[src/rtl/serial_chan_link_pkg.sv]
// Package: shared mode encoding for the serial channel link.
// Assumes the mode code is formed as {s1, s0}.
package serial_chan_link_pkg;

    typedef enum logic [1:0] {
        MD_CLEAR = 2'b00,
        MD_UP    = 2'b01,
        MD_DOWN  = 2'b10,
        MD_KEEP  = 2'b11
    } idx_mode_e;

    localparam int unsigned SUB_ADDR_W = 3;  // address width of one line decoder

endpackage

[src/rtl/chan_index_counter.sv]
// Module: chan_index_counter
// Holds the shared channel index. It steps up, steps down, holds or clears,
// as the mode code selects, and wraps modulo 2**IDX_W.
// Assumes: the reset is synchronous and active low.
module chan_index_counter
    import serial_chan_link_pkg::*;
#(
    parameter int unsigned IDX_W = 4
) (
    input  logic             clk,
    input  logic             rst_n,
    input  idx_mode_e        mode,
    output logic [IDX_W-1:0] cnt
);

    localparam logic [IDX_W-1:0] ONE = IDX_W'(1);

    // Purpose: next-index register with a synchronous clear and modular stepping.
    always_ff @(posedge clk) begin
        if (!rst_n) begin
            cnt <= '0;
        end else begin
            unique case (mode)
                MD_CLEAR: cnt <= '0;
                MD_UP:    cnt <= cnt + ONE;
                MD_DOWN:  cnt <= cnt - ONE;
                MD_KEEP:  cnt <= cnt;
                default:  cnt <= cnt;
            endcase
        end
    end

    AST_CLEAR_TO_ZERO: assert property (@(posedge clk) disable iff (!rst_n)
        (mode == MD_CLEAR) |=> (cnt == '0));
    AST_UP_STEP: assert property (@(posedge clk) disable iff (!rst_n)
        (mode == MD_UP) |=> (cnt == $past(cnt) + ONE));
    AST_DOWN_STEP: assert property (@(posedge clk) disable iff (!rst_n)
        (mode == MD_DOWN) |=> (cnt == $past(cnt) - ONE));
    AST_KEEP_STABLE: assert property (@(posedge clk) disable iff (!rst_n)
        (mode == MD_KEEP) |=> $stable(cnt));

endmodule

[src/rtl/chan_tx_mux.sv]
// Module: chan_tx_mux
// Send-side selector. It places the send channel that the index names on the
// serial line, with no register in the path.
// Assumes: NCH equals 2**IDX_W.
module chan_tx_mux #(
    parameter int unsigned NCH   = 16,
    parameter int unsigned IDX_W = $clog2(NCH)
) (
    input  logic [NCH-1:0]   data,
    input  logic [IDX_W-1:0] sel,
    output logic             ser
);

    // Purpose: combinational N:1 bit select.
    always_comb begin
        ser = data[sel];
    end

endmodule

[src/rtl/line_decoder.sv]
// Module: line_decoder
// Binary-to-one-of-N decoder with active-low outputs. The addressed line goes
// low and every other line stays high. If either disable input is high, all
// lines are high.
// Assumes: addr bit 0 has the lowest weight.
module line_decoder #(
    parameter int unsigned ADDR_W = 3,
    localparam int unsigned LINES = 1 << ADDR_W
) (
    input  logic [ADDR_W-1:0] addr,
    input  logic              dis_a,
    input  logic              dis_b,
    output logic [LINES-1:0]  lines_n
);

    // Purpose: parallel decode, with one compare per output line.
    always_comb begin
        for (int i = 0; i < LINES; i++) begin
            lines_n[i] = dis_a | dis_b | (addr != ADDR_W'(i));
        end
    end

endmodule

[src/rtl/chan_rx_demux.sv]
// Module: chan_rx_demux
// Receive side. The upper index bits enable one of several line decoders,
// and that decoder turns the low index bits into one active-low strobe.
// A low strobe loads the serial bit into its receive register.
// Assumes: NCH is a power of two, and at least twice the decoder width.
module chan_rx_demux
    import serial_chan_link_pkg::*;
#(
    parameter int unsigned NCH   = 16,
    parameter int unsigned IDX_W = $clog2(NCH)
) (
    input  logic             clk,
    input  logic             rst_n,
    input  logic [IDX_W-1:0] sel,
    input  logic             ser,
    input  logic             hold,
    output logic [NCH-1:0]   strobe_n,
    output logic [NCH-1:0]   rx_q
);

    localparam int unsigned SUB_W = SUB_ADDR_W;
    localparam int unsigned SUB_N = 1 << SUB_W;
    localparam int unsigned NDEC  = NCH / SUB_N;
    localparam int unsigned HI_W  = IDX_W - SUB_W;

    logic [HI_W-1:0] sel_hi;
    logic [SUB_W-1:0] sel_lo;

    // Purpose: split the index into a decoder choice and a line address.
    always_comb begin
        sel_hi = sel[IDX_W-1:SUB_W];
        sel_lo = sel[SUB_W-1:0];
    end

    for (genvar g = 0; g < NDEC; g++) begin : g_dec
        logic off_bank;
        // Purpose: disable this decoder unless the upper index bits name it.
        always_comb begin
            off_bank = (sel_hi != HI_W'(g));
        end
        line_decoder #(.ADDR_W(SUB_W)) u_dec (
            .addr    (sel_lo),
            .dis_a   (hold),
            .dis_b   (off_bank),
            .lines_n (strobe_n[g*SUB_N +: SUB_N])
        );
    end

    for (genvar k = 0; k < NCH; k++) begin : g_reg
        // Purpose: receive register k, loaded while its strobe is low.
        always_ff @(posedge clk) begin
            if (!rst_n) begin
                rx_q[k] <= 1'b0;
            end else if (!strobe_n[k]) begin
                rx_q[k] <= ser;
            end
        end
    end

    AST_STROBE_AT_INDEX: assert property (@(posedge clk) disable iff (!rst_n)
        !hold |-> ($onehot0(~strobe_n) && !strobe_n[sel]));
    AST_HOLD_ALL_HIGH: assert property (@(posedge clk) disable iff (!rst_n)
        hold |-> (&strobe_n));
    AST_HOLD_FREEZES: assert property (@(posedge clk) disable iff (!rst_n)
        hold |=> $stable(rx_q));
    AST_CAPTURE_BIT: assert property (@(posedge clk) disable iff (!rst_n)
        !hold |=> (rx_q[$past(sel)] == $past(ser)));

endmodule

[src/rtl/serial_chan_link.sv]
// Module: serial_chan_link (top)
// Shared-index serial link. A single counter drives both the send selector
// and the receive decoders, so the two ends name the same channel.
// Assumes: a single clock and a synchronous active-low reset.
module serial_chan_link
    import serial_chan_link_pkg::*;
#(
    parameter int unsigned NCH   = 16,
    localparam int unsigned IDX_W = $clog2(NCH)
) (
    input  logic             clk,
    input  logic             rst_n,
    input  logic             mode_s0,
    input  logic             mode_s1,
    input  logic             rx_hold,
    input  logic [NCH-1:0]   tx_data,
    output logic             ser_line,
    output logic [IDX_W-1:0] sel_idx,
    output logic [NCH-1:0]   strobe_n,
    output logic [NCH-1:0]   rx_data
);

    idx_mode_e mode;

    // Purpose: form the mode code from the two pins.
    always_comb begin
        mode = idx_mode_e'({mode_s1, mode_s0});
    end

    chan_index_counter #(.IDX_W(IDX_W)) u_cnt (
        .clk   (clk),
        .rst_n (rst_n),
        .mode  (mode),
        .cnt   (sel_idx)
    );

    chan_tx_mux #(.NCH(NCH), .IDX_W(IDX_W)) u_mux (
        .data (tx_data),
        .sel  (sel_idx),
        .ser  (ser_line)
    );

    chan_rx_demux #(.NCH(NCH), .IDX_W(IDX_W)) u_dmx (
        .clk      (clk),
        .rst_n    (rst_n),
        .sel      (sel_idx),
        .ser      (ser_line),
        .hold     (rx_hold),
        .strobe_n (strobe_n),
        .rx_q     (rx_data)
    );

    AST_SER_MATCHES: assert property (@(posedge clk) disable iff (!rst_n)
        ser_line == tx_data[sel_idx]);
    AST_RESET_CLEARS: assert property (@(posedge clk)
        !rst_n |=> (sel_idx == '0 && rx_data == '0));

endmodule

[config.mk]
export PLATFORM = sky130hd
export DESIGN_NAME = serial_chan_link
export DESIGN_NICKNAME = d
export VERILOG_FILES = /design/src/rtl/serial_chan_link_pkg.sv /design/src/rtl/chan_index_counter.sv /design/src/rtl/chan_tx_mux.sv /design/src/rtl/line_decoder.sv /design/src/rtl/chan_rx_demux.sv /design/src/rtl/serial_chan_link.sv
export SDC_FILE = /design/constraint.sdc
export NUM_CORES = 1
export LEC_CHECK = 0
export BUFFER_PORTS_ARGS = -buffer_cell sky130_fd_sc_hd__buf_2
export CORE_ASPECT_RATIO = 1.4
export CORE_MARGIN = 2
export CORE_UTILIZATION = 38
export DETAILED_ROUTE_END_ITERATION = 10
export GPL_TIMING_DRIVEN = 0
export MAX_ROUTING_LAYER = met4
export PLACE_DENSITY = 0.65
export SKIP_CTS_REPAIR_TIMING = 1
export SLEW_MARGIN = 20
export SYNTH_ARGS = -nofsm -noshare
export SYNTH_HDL_FRONTEND = slang
export SYNTH_SLANG_ARGS = --single-unit
export TNS_END_PERCENT = 10
[constraint.sdc]
create_clock -name clk -period 4.8 [get_ports clk]
set_input_delay 0.96 -clock clk [delete_from_list [all_inputs] [get_ports clk]]
set_output_delay 0.96 -clock clk [all_outputs]
set_load 0.02 [all_outputs]
==> out/qor.txt, run 1 <==
Placed Instance Area -> 1480 um2
Routed Antenna Nets -> 0
Die H -> 69.1 um
Chip Width -> 50.5 um
Worst slew margin -> 35.3%
Leakage power -> 0.708 nW
Max-slew violations -> 0
Status -> complete, no violations
Hold path start -> u_dmx.rx_q[0]
Fin crit period -> 3300 ps
Library cells used by synthesis -> 30
Final instance area -> 1540 um2
Max Cap Viol -> 0
Crit path buf inv count -> 2
Final HPWL DP -> 2330 um
Detail Route met2 WL -> 1480 um
Slowest-stage cell, CP -> mux4_1
Worst min-delay path endpoint -> u_dmx.rx_q[0]
I/O pins -> 58
Synth warn -> 0
FF-to-FF End -> u_dmx.rx_q[14]
Clock transition at the registers of the reported paths -> 70 ps
H-tree levels -> 1
Core area -> 2880 um2
Worst Skew -> 1.17 ps
Post-synth EDFFs -> 0
Hold Crit Class -> reg2reg
Top_reg_cell synth -> dfxtp_1
CP Data Required Time -> 3840 ps
Worst r2r src -> u_cnt.cnt[0]
DRC violations left -> 0
CTS tree -> yes
# diodes -> 0
Worst Max-Slew Pin Slew -> 968 ps
Post-synthesis sequential area ratio -> 34.8%
Worst vdd ir -> 188 uV
Crit path largest cell delay -> 610 ps
Avg WL per Cell -> 12.4 um
Met1 WL -> 1190 um
Initial antenna violation count -> 0
Setup violators final -> 0
Layout Nets -> 221
Num CTS Buffers -> 3
Crit. End Element -> output port
Fillers -> 290
Critical Path AT -> 2340 ps
Area occupied by multi-input gates -> 687 um2
Power density over the cells -> 256 nW/um2
Vias per cell -> 5.16
Initial core utilization -> 40.0%
Synthesized Nets -> 159
Crit path kind -> in2out
Most used cell, CP -> buf_2
Post-Syn Area -> 1150 um2
Gpl congestion -> 0.801
Vias post-DR -> 1198
Number of port buffers -> 57
First-pass iteration count of the detailed router -> 4
Peak Freq -> 0.303 GHz
CTS root buf -> clkbuf_8
Uppermost layer routed -> met4
Syn Inst Count -> 134
GRT Util Overall -> 18.2%
Register Area -> 400 um2
Die area -> 3490 um2
Placed cells -> 228
Flip-flop and latch count after synthesis -> 20
CP top delay family -> multiplexers
Async SR Flop Fraction -> 0%
Sum Neg Setup Slack -> 0 ps
R2R Setup Slk -> 2860 ps
RSZ-0062 raised after global routing -> no
R2R depth -> 5
Worst hold path depth -> 2
Vias in the first global route -> 1099
Clk_lat worst skew -> 250 ps
Crit path cell chain -> buf_2 -> mux4_1 -> mux4_2 -> buf_2
Pin count of the biggest net entering global routing -> 12
Share of cells above drive strength 1 -> 34.9%
Endpoints failing hold -> 0
Iteration-0 DRC count of the detailed router -> 11
Final WL -> 2880 um
Global route overflow -> 0
Final Cycle Share -> 68.6%
Worst-path fanout max -> 6
Critical Path Source Type -> primary input
Row count -> 23
Deepest clock path buffer count -> 2
Avg Inst Size Synth -> 8.58 um2
CTS sink count -> 20
First-pass GRT wire length -> 4850 um
Non-filler instance count after layout -> 232
WL met3 -> 177 um
Area grow syn2layout -> 33.6%
[state kept, by name (all words and copies together) (netlist names)]
| signal | flops |
|---|---|
| u_dmx.rx_q | 16 |
| u_cnt.cnt | 4 |
[per-stage QoR]
| stage | power [mW] | hold slack [ps] | util [%] | worst slack [ps] |
|---|---|---|---|---|
| floorplan | 0.240 | 533 | - | 1760 |
| global placement | 0.267 | 443 | 51.5 | 1520 |
| detailed placement | 0.269 | 445 | 51.5 | 1510 |
| CTS | 0.395 | 456 | 53.4 | 1510 |
| global route | 0.411 | 485 | 53.4 | 1460 |
| finish | 0.393 | 455 | 53.4 | 1500 |
[logic make-up (layout without fill, tap and decap cells)]
family	after synthesis	after routing	synth area share, %
simple gates	68	68	29.2
flops	20	20	34.8
compound gates	17	17	9.68
buf+inv	13	74	5.44
mux	9	9	14.3
fa+ha+maj	4	4	4.35
xor+xnor	3	3	2.29
[cell usage in the layout (no fill, tap or decap)]
| cell | instances |
|---|---|
| a2111o_1 | 1 |
| a21boi_0 | 6 |
| a21oi_1 | 6 |
| a31oi_1 | 2 |
| and3b_1 | 2 |
| buf_2 | 59 |
| buf_4 | 1 |
| buf_6 | 1 |
| clkbuf_1 | 6 |
| clkbuf_8 | 4 |
| clkinv_1 | 1 |
| dfxtp_1 | 20 |
| ha_1 | 4 |
| inv_1 | 2 |
| mux2i_1 | 4 |
| mux4_1 | 3 |
| mux4_2 | 2 |
| nand2_1 | 27 |
| nand3_1 | 16 |
| nand4_1 | 4 |
| nand4b_1 | 1 |
| nor2_1 | 8 |
| nor2b_1 | 3 |
| nor3_1 | 2 |
| nor3b_1 | 2 |
| nor3b_2 | 1 |
| nor4b_1 | 1 |
| o21a_1 | 1 |
| o21ai_0 | 1 |
| or4_1 | 1 |
| xor2_1 | 3 |
[power breakdown]
| part | switching, mW | internal [mW] | total (mW) |
|---|---|---|---|
| registers | 0.00387 | 0.170 | 0.174 |
| clock network | 0.0555 | 0.0730 | 0.128 |
| logic | 0.0536 | 0.0371 | 0.0907 |
| total | 0.113 | 0.280 | 0.393 |
[layer usage]
metal | up-vias | global-route usage [%]
met1 | 554 | 20.4
met2 | 42 | 32.5
li1 | 598 | -
met3 | 4 | 2.38
met5 | - | -
met4 | 0 | 6.31
[how the worst max path moves through the flow]
stage / slack, ps / depth (start not counted) / startpoint / end
floorplan: 1760 / 2 / tx_data[5] / ser_line
finish: 1500 / 4 / tx_data[5] / ser_line
detailed placement: 1510 / 4 / tx_data[5] / ser_line
global route: 1460 / 4 / rx_hold / strobe_n[14]
CTS: 1510 / 4 / tx_data[5] / ser_line
global placement: 1520 / 4 / tx_data[5] / ser_line
[cell type report]
cell class / count / share of cell area [%]
buffer: 10 / 3.34
clock buffer: 4 / 3.58
inverter: 3 / 0.733
multi-input combinational: 101 / 44.7
sequential: 20 / 26.1
tap: 37 / 3.01
timing repair buffer: 57 / 18.6
[worst register-to-register path, stage by stage, from the launching register on]
cell	delay, ps
dfxtp_1	380
buf_6	170
nor3b_1	790
nand3_1	250
mux2i_1	200
nor2_1	50
[Yosys cell counts (all sizes together), types with 2 or more instances]
master  number  area (um2)
a21boi       6        45.0
and3b        2        17.5
nand3       16        80.1
clkbuf       6        22.5
mux2i        4        40.0
mux4         5         124
nand4        4        25.0
nor2b        3        18.8
buf          4        28.8
a31oi        2        12.5
nand2       27         101
nor3b        3        27.5
nor2         8        30.0
inv          2        7.51
dfxtp       20         400
xor2         3        26.3
nor3         2        10.0
ha           4        50.1
a21oi        6        30.0
No activity file was read; power rests on OpenSTA's default activity.
==> run 2, diff against run 1 <==
- PLACE_DENSITY: 0.65 -> 0.67
- clock period: 4.8 -> 3 ns (I/O delays scaled with it)
==> run 2 against run 1 <==
  * Highest routed layer unchanged
  * Utilization up 0.57 points
  * Sequential share of layout area down 0.27 points
  * Total power up 75%
  * First-iteration DRC count up 100%
  * Largest cell class unchanged
  * Routed wire length down 2.9%
  * Clock skew up 4.8 ps
==> out/qor.txt, run 2 (synthesis gave the netlist of run 1 again) <==
GRT Util Overall -> 17.0%
Deepest clock path buffer count -> 2
Row count -> 23
Max-slew violations -> 0
Gpl congestion -> 0.796
Core area -> 2880 um2
Worst Max-Slew Pin Slew -> 989 ps
Non-filler instance count after layout -> 232
DRC violations left -> 0
Crit path kind -> reg2out
Register Area -> 400 um2
Area occupied by multi-input gates -> 687 um2
Area grow syn2layout -> 35.0%
Max reg flops -> 16
Crit path largest cell delay -> 570 ps
CTS root buf -> clkbuf_8
Avg WL per Cell -> 12.0 um
Global route overflow -> 0
Sum Neg Setup Slack -> 0 ps
Clk_lat worst skew -> 250 ps
Placed cells -> 228
Initial core utilization -> 40.0%
Crit. End Element -> output port
H-tree levels -> 1
Post-route core utilization -> 54.0%
Clock transition at the registers of the reported paths -> 80 ps
Final Cycle Share -> 91.5%
Top reg by flops -> u_dmx.rx_q
Most frequent cells in the layout -> buf_2, nand2_1, dfxtp_1
Most used cell, CP -> mux4_2
Vias per cell -> 5.04
Die H -> 69.1 um
Max Cap Viol -> 0
Worst vdd ir -> 317 uV
Final WL -> 2800 um
Fin crit period -> 2750 ps
First-pass GRT wire length -> 4600 um
Placed Instance Area -> 1480 um2
Num CTS Buffers -> 3
I/O pins -> 58
Worst Skew -> 5.99 ps
Setup violators final -> 0
Regs by FF count -> u_dmx.rx_q (16), u_cnt.cnt (4)
Hold Crit Class -> reg2reg
CTS sink count -> 20
Final HPWL DP -> 2280 um
Worst slew margin -> 33.9%
First-pass iteration count of the detailed router -> 4
Most common cell after layout, fill and taps aside -> buf_2
Fillers -> 290
Die area -> 3490 um2
Final instance area -> 1550 um2
CP Data Required Time -> 2400 ps
Vias post-DR -> 1169
Worst-path fanout max -> 10
RSZ-0062 raised after global routing -> no
Endpoints failing hold -> 0
Power density over the cells -> 443 nW/um2
# diodes -> 0
Status -> complete, no violations
Leakage power -> 0.715 nW
Chip Width -> 50.5 um
Number of port buffers -> 57
Vias in the first global route -> 1023
CTS tree -> yes
Critical Path Source Type -> flop
Crit path cell chain -> buf_6 -> mux4_2 -> mux4_2 -> buf_2
Routed Antenna Nets -> 0
Critical Path AT -> 2150 ps
Iteration-0 DRC count of the detailed router -> 22
Slowest-stage cell, CP -> mux4_2
Layout Nets -> 221
Share of cells above drive strength 1 -> 34.9%
Initial antenna violation count -> 0
Pin count of the biggest net entering global routing -> 13
Peak Freq -> 0.364 GHz
## run 2: stage by stage
step                total power, mW  hold slack, ps  setup WS, ps
floorplan                     0.384             533           622
global placement              0.427             443           432
detailed placement            0.430             446           427
CTS                           0.693             457           245
global route                  0.718             483           178
finish                        0.688             454           255
## run 2: path summary, 6_finish.rpt
kind                 startpoint             end  slack, ps  cells after the start
hold reg to reg   u_dmx.rx_q[0]   u_dmx.rx_q[0]        450                      2
setup / recovery   u_cnt.cnt[0]        ser_line        250                      4
hold / removal    u_dmx.rx_q[0]   u_dmx.rx_q[0]        450                      2
setup reg to reg   u_cnt.cnt[0]  u_dmx.rx_q[14]       1060                      5
## run 2: where the power goes
part	internal [mW]	switching, mW
Clock	0.178	0.0869
Combinational	0.0593	0.0856
Sequential	0.273	0.00627
Total	0.510	0.179
## run 2: area by class of cell
cell class / instances / area share, %
tap: 37 / 2.98
timing repair buffer: 57 / 18.4
buffer: 10 / 3.30
multi-input combinational: 101 / 44.2
clock buffer: 3 / 2.66
sequential: 20 / 25.8
clock inverter: 1 / 1.93
inverter: 3 / 0.725
## run 2: worst max-delay path, delay by kind of cell (launching register included)
kind,cells,cell delay (ps)
DFF,1,450
buffers and inverters,2,360
muxes,2,1080
## run 2: metal layers
layer / wire, um / up-vias / track usage [%]
met3: 191 / 2 / 2.60
li1: - / 601 / -
met2: 1420 / 42 / 28.4
met5: 0 / - / -
met1: 1170 / 524 / 21.2
met4: 19 / 0 / 4.50
==> run 3, diff against run 2 <==
- CORE_UTILIZATION: 38 -> 40
- CTS_CLUSTER_SIZE: default -> 12
- PLACE_DENSITY: 0.67 -> 0.7
- clock period: 3 -> 2.34 ns (I/O delays scaled with it)
==> run 3 against run 2 <==
  * The run now ends with negative setup slack left
  * Final cell count grew 0.43%
  * Register-to-register slack lost 550 ps
  * Final area grew 1.2%
  * Critical path depth is the same
  * Sequential power grew 28%
  * Worst hold slack gained 4.1 ps
  * First-iteration DRC count shrank 18%
  * Sequential cell count is the same
  * Routed wire length grew 3.2%
  * Die area shrank 4.7%
  * Via count grew 4.0%
  * Critical path type unchanged
  * Critical endpoint unchanged
  * Largest cell class unchanged
  * Largest power group unchanged
==> out/qor.txt, run 3 (synthesis gave the netlist of run 1 again) <==
CP Data Required Time -> 1870 ps
Final worst slack -> -118 ps
GRT Util Overall -> 19.2%
Endpoints failing hold -> 0
Vias in the first global route -> 1107
Worst vdd ir -> 349 uV
Failing checks -> negative setup slack
Dpl ws -> 42.5 ps
Vias post-DR -> 1216
Routed Antenna Nets -> 0
Iteration-0 DRC count of the detailed router -> 18
Final WL -> 2890 um
I/O pins -> 58
Fin crit period -> 2460 ps
Chip Width -> 49.3 um
Peak Freq -> 0.407 GHz
Worst slew margin -> 66.2%
Final Cycle Share -> 105%
Status -> finished with violations
DRC violations left -> 0
Fillers -> 284
First-pass iteration count of the detailed router -> 5
Num CTS Buffers -> 3
Row count -> 23
Tot Pwr -> 892 uW
Worst Max-Slew Pin Slew -> 505 ps
Most frequent cells in the layout -> buf_2, nand2_1, dfxtp_1
Max reg flops -> 16
RSZ-0062 raised after global routing -> yes
Final HPWL DP -> 2290 um
First-pass GRT wire length -> 4780 um
Placed cells -> 228
Pin count of the biggest net entering global routing -> 13
Number of port buffers -> 57
Avg WL per Cell -> 12.4 um
Worst-path fanout max -> 10
Layout Nets -> 222
Max-slew violations -> 0
Die area -> 3330 um2
Die H -> 67.4 um
Initial antenna violation count -> 0
Clk_lat worst skew -> 260 ps
Core area -> 2790 um2
Fin Hold WS -> 458 ps
Post-route core utilization -> 56.3%
Clock transition at the registers of the reported paths -> 70 ps
Area grow syn2layout -> 36.7%
Worst Skew -> 1.54 ps
Critical Path Source Type -> flop
Top reg by flops -> u_dmx.rx_q
Regs by FF count -> u_dmx.rx_q (16), u_cnt.cnt (4)
Crit path kind -> reg2out
Crit. End Element -> output port
H-tree levels -> 1
CTS tree -> yes
Hold Crit Class -> reg2reg
Leakage power -> 0.725 nW
Setup violators final -> 1
Global route overflow -> 0
CTS root buf -> clkbuf_8
Non-filler instance count after layout -> 233
Vias per cell -> 5.22
Max Cap Viol -> 0
Critical Path AT -> 1990 ps
Initial core utilization -> 41.2%
CTS sink count -> 20
# diodes -> 0
Share of cells above drive strength 1 -> 37.8%
Most common cell after layout, fill and taps aside -> buf_2
Deepest clock path buffer count -> 2
Power density over the cells -> 568 nW/um2
Gpl congestion -> 0.799
## run 3: cell count changes in the layout (fill, tap and decap cells not counted), sizes merged
cell  previous run  this run
buf             61        62
## run 3: layout make-up
class	instances	area [um2]	area share, %
Sequential cell	20	404	25.7
Tap cell	37	46.3	2.95
Multi-Input combinational cell	101	693	44.1
Timing Repair Buffer	58	293	18.6
Buffer	10	52.6	3.34
Clock inverter	1	30.0	1.91
Clock buffer	3	41.3	2.63
Inverter	3	11.3	0.717
## run 3: metal layers
metal / vias up / part of all wire [%] / track usage, %
met5: - / 0 / -
met4: 0 / 2.3 / 10.4
met3: 8 / 8.1 / 2.43
met2: 55 / 49 / 35.0
met1: 554 / 41 / 20.2
li1: 599 / - / -
## run 3: worst paths after layout
check | start | end | slack (ps) | cells past startpoint
hold / removal | u_dmx.rx_q[0] | u_dmx.rx_q[0] | 460 | 2
setup reg to reg | u_cnt.cnt[1] | u_cnt.cnt[2] | 510 | 7
setup / recovery | u_cnt.cnt[0] | ser_line | -120 | 4
hold reg to reg | u_dmx.rx_q[0] | u_dmx.rx_q[0] | 460 | 2
## run 3: metrics by stage
step	setup TNS, ps	instance area [um2]
final	-118	1570
after global routing	-211	1570
after CTS	-701	1550
after detailed placement	0	1480
after global placement	0	1480
after floorplan	0	1150
## run 3: where the power goes
| part | total [mW] | switching [mW] | internal, mW |
|---|---|---|---|
| registers | 0.358 | 0.00827 | 0.349 |
| clock network | 0.343 | 0.115 | 0.228 |
| logic | 0.191 | 0.111 | 0.0800 |
| total | 0.892 | 0.234 | 0.658 |
## run 3: worst max-delay path, cell delays in order, from the launching register on
cell and delay, ps:
dfxtp_4 390, buf_6 150, mux4_1 570, mux4_2 450
buf_2 180
